### src/rtl/irqc_pkg.sv
package irqc_pkg;

    localparam int SRC_COUNT = 5;
    localparam int BUS_W     = 16;
    localparam int LANE_W    = 8;
    localparam int LANES     = BUS_W / LANE_W;

    typedef enum int {
        SRC_EXTERNAL = 0,
        SRC_SAMPLE   = 1,
        SRC_TEMPO    = 2,
        SRC_ASYNC    = 3,
        SRC_SYNC     = 4
    } src_e;

    typedef logic [SRC_COUNT-1:0] src_vec_t;

    typedef struct packed {
        logic     mask_load;
        src_vec_t mask_value;
        src_vec_t clear_bits;
    } bus_cmd_t;

    function automatic src_vec_t lane_bits(input logic [LANE_W-1:0] lane);
        return lane[SRC_COUNT-1:0];
    endfunction

endpackage

### src/rtl/irqc_bus_decode.sv
module irqc_bus_decode
    import irqc_pkg::*;
(
    input  logic                bus_we,
    input  logic [LANES-1:0]    bus_be,
    input  logic [BUS_W-1:0]    bus_wdata,
    output bus_cmd_t            cmd
);
    localparam int MASK_LANE  = 0;
    localparam int CLEAR_LANE = 1;

    logic [LANE_W-1:0] lane_data [LANES];

    for (genvar g = 0; g < LANES; g++) begin : g_lane
        assign lane_data[g] = bus_wdata[g*LANE_W +: LANE_W];
    end

    always_comb begin
        cmd            = '0;
        cmd.mask_load  = bus_we && bus_be[MASK_LANE];
        cmd.mask_value = lane_bits(lane_data[MASK_LANE]);
        if (bus_we && bus_be[CLEAR_LANE])
            cmd.clear_bits = lane_bits(lane_data[CLEAR_LANE]);
    end

endmodule

### src/rtl/irqc_mask_reg.sv
module irqc_mask_reg
    import irqc_pkg::*;
(
    input  logic     clk,
    input  logic     rst,
    input  bus_cmd_t cmd,
    output src_vec_t mask_q
);
    always_ff @(posedge clk) begin
        if (rst)
            mask_q <= '0;
        else if (cmd.mask_load)
            mask_q <= cmd.mask_value;
    end

endmodule

### src/rtl/irqc_pend_cell.sv
module irqc_pend_cell (
    input  logic clk,
    input  logic rst,
    input  logic event_i,
    input  logic enable_i,
    input  logic clear_i,
    output logic pend_o
);
    logic arm;

    assign arm = event_i && enable_i;

    always_ff @(posedge clk) begin
        if (rst)
            pend_o <= 1'b0;
        else if (arm)
            pend_o <= 1'b1;
        else if (clear_i)
            pend_o <= 1'b0;
    end

endmodule

### src/rtl/irqc_latch_ctrl.sv
module irqc_latch_ctrl
    import irqc_pkg::*;
#(
    parameter int LVL_W     = 3,
    parameter int IRQ_LEVEL = 2
) (
    input  logic              clk,
    input  logic              rst,
    input  logic              bus_we,
    input  logic [1:0]        bus_be,
    input  logic [15:0]       bus_wdata,
    input  logic [4:0]        evt_in,
    output logic [15:0]       bus_rdata,
    output logic              irq_req,
    output logic [LVL_W-1:0]  irq_level
);
    localparam int PAD_W = BUS_W - SRC_COUNT;

    bus_cmd_t cmd;
    src_vec_t mask_q;
    src_vec_t pend_q;
    src_vec_t live;

    irqc_bus_decode u_dec (
        .bus_we    (bus_we),
        .bus_be    (bus_be),
        .bus_wdata (bus_wdata),
        .cmd       (cmd)
    );

    irqc_mask_reg u_mask (
        .clk    (clk),
        .rst    (rst),
        .cmd    (cmd),
        .mask_q (mask_q)
    );

    for (genvar s = 0; s < SRC_COUNT; s++) begin : g_src
        irqc_pend_cell u_cell (
            .clk      (clk),
            .rst      (rst),
            .event_i  (evt_in[s]),
            .enable_i (mask_q[s]),
            .clear_i  (cmd.clear_bits[s]),
            .pend_o   (pend_q[s])
        );
    end

    assign live      = pend_q & mask_q;
    assign irq_req   = |live;
    assign irq_level = irq_req ? LVL_W'(IRQ_LEVEL) : '0;
    assign bus_rdata = {{PAD_W{1'b0}}, pend_q};

endmodule

### config.mk
export PLATFORM = sky130hd
export DESIGN_NAME = irqc_latch_ctrl
export DESIGN_NICKNAME = d
export VERILOG_FILES = /design/src/rtl/irqc_pkg.sv /design/src/rtl/irqc_bus_decode.sv /design/src/rtl/irqc_mask_reg.sv /design/src/rtl/irqc_pend_cell.sv /design/src/rtl/irqc_latch_ctrl.sv
export SDC_FILE = /design/constraint.sdc
export NUM_CORES = 1
export LEC_CHECK = 0
export BUFFER_PORTS_ARGS = -buffer_cell sky130_fd_sc_hd__buf_2
export CORE_ASPECT_RATIO = 1.25
export CORE_UTILIZATION = 35
export DETAILED_ROUTE_END_ITERATION = 8
export PLACE_DENSITY = 0.77
export SYNTH_ARGS = -nofsm -noshare
export SYNTH_HDL_FRONTEND = slang
export SYNTH_SLANG_ARGS = --single-unit
### constraint.sdc
create_clock -name clk -period 0.9 [get_ports clk]
set_input_delay 0.045 -clock clk [delete_from_list [all_inputs] [get_ports clk]]
set_output_delay 0.045 -clock clk [all_outputs]
set_load 0.02 [all_outputs]
==> impl_metrics.csv, run 1 <==
group,metric,value,unit
layout,seqCellArea,203,um2
worst_setup_path,crit_slowest_cell,"dfxtp_2",
power,power.total,1.10,mW
routing,via_count,536,
clocking,clock_path_buffers,2,
worst_setup_path,critPathArrivalTime,1.19,ns
sta,setup_viol,2,
routing,wl,1.21,mm
global_route,grt_pass1_vias,468,
layout,drive_above_1_share,48.4,%
synthesis,synthCells,71,
sta,period_needed,1.23,ns
clocking,cts_tree,"yes",
floorplan,die_w,40.2,um
layout,finalNonFillerCells,113,
clocking,cts.reportedPaths.clkPinSlew,0.07,ns
worst_setup_path,crit_path_max_fanout,4,
layout,layout_common_cells,"24 x buf_2, 13 x conb_1, 8 x dfxtp_1",
worst_setup_path,crit_type,"register to primary output",
layout,multi_input_area,320,um2
run_status,status,"finished with violations",
sta,fin_crit_sh,137,%
worst_setup_path,r2r_cells,3,
routing,dr.pass1.iters,4,
worst_setup_path,worstPathRequired,0.85,ns
hold_path,whs_path_depth,3,
synthesis,yosysSeqAreaShare,31.4,%
placement,hpwl,971,um
power,power.density,1460,nW/um2
floorplan,chipHeight,49.7,um
power,cellLeakagePower,0.354,nW
flow_run,max_cap_violations,0,
routing,viasPerCell,4.74,
clocking,clk_latency,0.26,ns
placement,place_congestion,0.694,
worst_setup_path,cpPeakStageDelay,0.33,ns
global_route,grt_pass1_wl,1.81,mm
placement,place_inst,109,
synthesis,yosysWarnings,0,
routing,drtIter0Drc,15,
sta,rsz0062_at_grt,"yes",
global_route,grt_overflow,0,
run_status,violations,"negative setup slack",
worst_setup_path,critPathLaunchType,"register",
routing,drc,0,
placement,place_ws,-0.0466,ns
layout,fin_nets,122,
routing,routedWlPerCell,10.7,um
routing,ant_nets,0,
sta,worst_slack,-0.334,ns
global_route,grt.total_usage,13.1,%
global_route,antenna_found_initial,0,
global_route,grt_max_degree,16,
layout,diodes,0,
floorplan,io_pins,46,
synthesis,netlist_area,638,um2
sta,finalHoldViolCount,0,
worst_setup_path,crit_chain,"a222oi_1, nand2_1, buf_2",
floorplan,num_rows,16,
sta,final_max_slew_viol_count,0,
floorplan,coreArea,1640,um2
sta,max_freq,0.810,GHz
floorplan,die-area,2000,um2
layout,n_fill_cell,166,
hold_path,holdCritPathClass,"primary input to register",
synthesis,netlist-cell-type-count,15,
layout,area_growth,18.2,%
floorplan,initial_core_util,38.9,%
sta,clock_skew,0.000749,ns
clocking,cts.sinks,10,
placement,numPortBuffers,26,
worst_setup_path,cp-end-kind,"primary output",
synthesis,syn_area_per_cell,8.99,um2
synthesis,ys_ff_latch,10,
clocking,cts_inserted_buffers,3,
clocking,h-tree-depth,1,
power,ir_worst_vdd,633,uV
clocking,cts_hold_buffers,0,
clocking,cts-root-buf,"clkbuf_4",
layout,final_common_cell,"buf_2",
==> cell usage after synthesis <==
cell,n,area [um2]
a21bo_1,5,50.1
a21bo_2,5,50.1
a21oi_2,5,43.8
a222oi_1,1,10.0
a22oi_1,1,7.51
a31oi_1,5,31.3
buf_2,1,5.00
buf_4,19,143
buf_6,1,11.3
clkbuf_1,1,3.75
conb_1,1,3.75
dfxtp_1,10,200
nand2_1,6,22.5
nand2b_1,5,31.3
nand3_1,5,25.0
==> final timing paths <==
check                         start                     end  slack [ns]
min reg2reg        u_mask.mask_q[1]  g_src[1].u_cell.pend_o        0.49
max          g_src[3].u_cell.pend_o            irq_level[1]       -0.33
min                       evt_in[4]  g_src[4].u_cell.pend_o        0.03
max reg2reg  g_src[4].u_cell.pend_o  g_src[4].u_cell.pend_o        0.04
==> area by class of cell <==
cell class                 count  area share, %
tap                           18           2.99
sequential                    10           26.9
timing repair buffer          30           22.9
clock buffer                   4           4.81
multi-input combinational     51           42.5
==> critical path: cells and delay by family (launching register included) <==
family                 cells  cell delay, ns
AND/OR/NAND/NOR            1            0.12
buffers and inverters      1            0.17
flip-flops                 1            0.33
AO/OA/AOI/OAI              1            0.31
==> repair_timing <==
| action | in CTS | in global routing |
|---|---|---|
| buffers inserted | 0 | 0 |
| gates resized for setup | 5 | 1 |
| endpoints found under the hold margin | 0 | 0 |
| setup endpoints to repair | 3 | 3 |
==> state kept, by name, indices dropped and copies added, names as in the netlist <==
register and flops:
g_src.u_cell.pend_o 5, u_mask.mask_q 5
==> kinds of logic (layout without fill, tap and decap cells) <==
kind of cell           after synthesis  after routing  share of synthesized area (%)
AO/OA/AOI/OAI                       22             22                           30.2
buffers and inverters               22             34                           25.5
flip-flops                          10             10                           31.4
other                                1             13                          0.588
AND/OR/NAND/NOR                     16             16                           12.4
==> through the flow <==
stage	setup TNS, ns	hold slack, ns	area (um2)	utilization [%]
after floorplan	-0.154	0.201	687	-
after global placement	-0.0750	0.305	703	42.8
after detailed placement	-0.0923	0.315	703	42.8
after CTS	-0.671	0.0277	751	45.7
after global routing	-0.796	0.0403	754	46.0
final	-0.666	0.0323	754	46.0
==> routing by layer <==
metal	GRT usage (%)	wire length, um
met3	2.70	71
met2	21.8	622
met1	13.4	492
met5	0	0
met4	9.44	19
==> power breakdown <==
part	internal [mW]	total [mW]	switching [mW]
Clock	0.245	0.400	0.154
Sequential	0.465	0.480	0.0155
Combinational	0.0892	0.219	0.130
Note: power is estimated with default switching activity, not from simulation.
==> inputs of run 2 (changes only) <==
--- a/config.mk
+++ b/config.mk
@@ -7,9 +7,11 @@
 export LEC_CHECK = 0
 export BUFFER_PORTS_ARGS = -buffer_cell sky130_fd_sc_hd__buf_2
 export CORE_ASPECT_RATIO = 1.25
+export CORE_MARGIN = 8
 export CORE_UTILIZATION = 35
 export DETAILED_ROUTE_END_ITERATION = 8
 export PLACE_DENSITY = 0.77
+export SLEW_MARGIN = 20
 export SYNTH_ARGS = -nofsm -noshare
 export SYNTH_HDL_FRONTEND = slang
 export SYNTH_SLANG_ARGS = --single-unit
==> run 2 against run 1 <==
- the run still ends with negative setup slack left
- register-to-register slack about the same
- setup slack better by 0.024 ns
- first-iteration DRC count shrank 73%
- clock-buffer cell count fell by 1
- sequential cell count unchanged
- non-clock buffer count rose by 1
- utilization fell by 2.6 points
- cell area up 0.33%
- critical path depth unchanged
- global-route usage is 4.8 points lower
- power down 9.2%
- highest routed layer unchanged
==> impl_metrics.csv, run 2 (synthesized netlist as in run 1, its figures left out) <==
group,metric,value,unit
sta,finalHoldViolCount,0,
routing,viasPerCell,4.58,
global_route,grt_pass1_wl,2.28,mm
floorplan,coreArea,1740,um2
floorplan,initial_core_util,36.6,%
power,power.density,1320,nW/um2
hold_path,holdCritPathClass,"primary input to register",
power,power_switching,0.285,mW
routing,drtIter0Drc,4,
layout,diodes,0,
worst_setup_path,critPathLaunchType,"register",
global_route,grt.total_usage,8.34,%
run_status,violations,"negative setup slack",
worst_setup_path,critPathArrivalTime,1.16,ns
worst_setup_path,worstPathRequired,0.85,ns
power,combPwrFrac,22.7,%
sta,period_needed,1.21,ns
sta,setup_viol,2,
sta,max_freq,0.827,GHz
power,clkPwrFrac,29.1,%
layout,final_common_cell,"buf_2",
clocking,post-cts-setup-buffers,0,
worst_setup_path,cp-end-kind,"primary output",
layout,fin_nets,123,
worst_setup_path,r2r_slack,0.05,ns
routing,drc,0,
global_route,grt_max_degree,16,
run_status,status,"finished with violations",
global_route,grt_overflow,0,
power,cellLeakagePower,0.354,nW
routing,routedWlPerCell,12.5,um
sta,worst_slack,-0.309,ns
power,seqPwrFrac,48.2,%
placement,hpwl,1.20,mm
global_route,gr-max-usage-layer,"met2",
floorplan,chipHeight,63.7,um
global_route,use_met3,2.55,%
floorplan,num_rows,17,
worst_setup_path,r2r-end,"g_src[3].u_cell.pend_o",
placement,place_ws,-0.0365,ns
layout,layout_common_cells,"24 x buf_2, 13 x conb_1, 8 x dfxtp_1",
floorplan,die_w,54.2,um
global_route,grt_pass1_vias,541,
clocking,cts.reportedPaths.clkPinSlew,0.06,ns
clocking,clk_latency,0.25,ns
worst_setup_path,r2r_cells,3,
power,ir_worst_vdd,470,uV
global_route,met2_usage,13.5,%
clocking,cts-root-buf,"clkbuf_4",
floorplan,die-area,3450,um2
sta,final_max_slew_viol_count,0,
clocking,h-tree-depth,1,
global_route,use_met1,8.75,%
floorplan,io_pins,46,
clocking,cts_inserted_buffers,3,
worst_setup_path,r2r_start,"g_src[3].u_cell.pend_o",
power,p_int,0.714,mW
placement,place_congestion,0.706,
clocking,cts.sinks,10,
routing,via_count,522,
worst_setup_path,crit_path_max_fanout,2,
routing,dr.pass1.iters,2,
hold_path,whs_path_depth,3,
global_route,antenna_found_initial,0,
power,sw_frac_of_total,28.5,%
worst_setup_path,crit_type,"register to primary output",
flow_run,max_cap_violations,0,
placement,numPortBuffers,26,
clocking,cts_hold_buffers,0,
sta,fin_crit_sh,134,%
layout,n_fill_cell,178,
hold_path,hold_end,"u_mask.mask_q[1]",
layout,area_growth,18.6,%
sta,clock_skew,0.000614,ns
hold_path,hold_start,"bus_wdata[1]",
sta,whs,0.0478,ns
layout,reg_top3,"g_src.u_cell.pend_o (5), u_mask.mask_q (5)",
layout,drive_above_1_share,48.4,%
routing,ant_nets,0,
routing,wl,1.42,mm
clocking,cts_tree,"yes",
sta,rsz0062_at_grt,"yes",
clocking,clock_path_buffers,2,
-- run 2: power groups by stage --
stage               combinational, mW  sequential, mW  clock (mW)
floorplan                       0.201           0.487           0
global placement                0.213           0.488           0
detailed placement              0.216           0.489           0
CTS                             0.224           0.480       0.305
global route                    0.247           0.484       0.321
finish                          0.227           0.481       0.291
-- run 2: cell type report --
class | instances | area, um2 | share of cell area, %
multi-input combinational | 51 | 320 | 42.3
timing repair buffer | 31 | 188 | 24.8
tap | 19 | 23.8 | 3.14
sequential | 10 | 203 | 26.8
clock buffer | 3 | 22.5 | 2.98
-- run 2: worst max-delay path: stages, from the launching register on --
cell,delay (ns)
dfxtp_1,0.31
a222oi_1,0.33
nand2_1,0.10
buf_2,0.17
-- run 2: how the worst max path moves through the flow --
stage	startpoint	end	slack (ns)
finish	u_mask.mask_q[3]	irq_req	-0.31
global route	u_mask.mask_q[3]	irq_req	-0.44
CTS	u_mask.mask_q[3]	irq_req	-0.32
detailed placement	u_mask.mask_q[3]	irq_req	-0.04
global placement	u_mask.mask_q[3]	irq_level[1]	-0.04
floorplan	u_mask.mask_q[3]	irq_level[1]	-0.15
-- run 2: layer usage --
layer,routed length (um),share of wire (%)
met2,727,51
met5,0,0
met1,530,37
met3,146,10
met4,19,1.3
-- run 2: what timing repair did --
item,in CTS,in global routing
gates resized for setup,6,2
endpoints found under the setup margin,4,6
pin swaps,0,2
-- run 2: metrics by stage --
| stage | power (mW) | cell area (um2) | setup TNS, ns | util, % | std cells |
|---|---|---|---|---|---|
| global route | 1.05 | 757 | -0.871 | 43.4 | 114 |
| detailed placement | 0.705 | 712 | -0.0722 | 40.8 | 111 |
| finish | 0.998 | 757 | -0.618 | 43.4 | 114 |
| CTS | 1.01 | 749 | -0.639 | 43.0 | 114 |
| global placement | 0.701 | 712 | -0.0855 | 40.8 | 111 |
| floorplan | 0.688 | 687 | -0.154 | - | 83 |
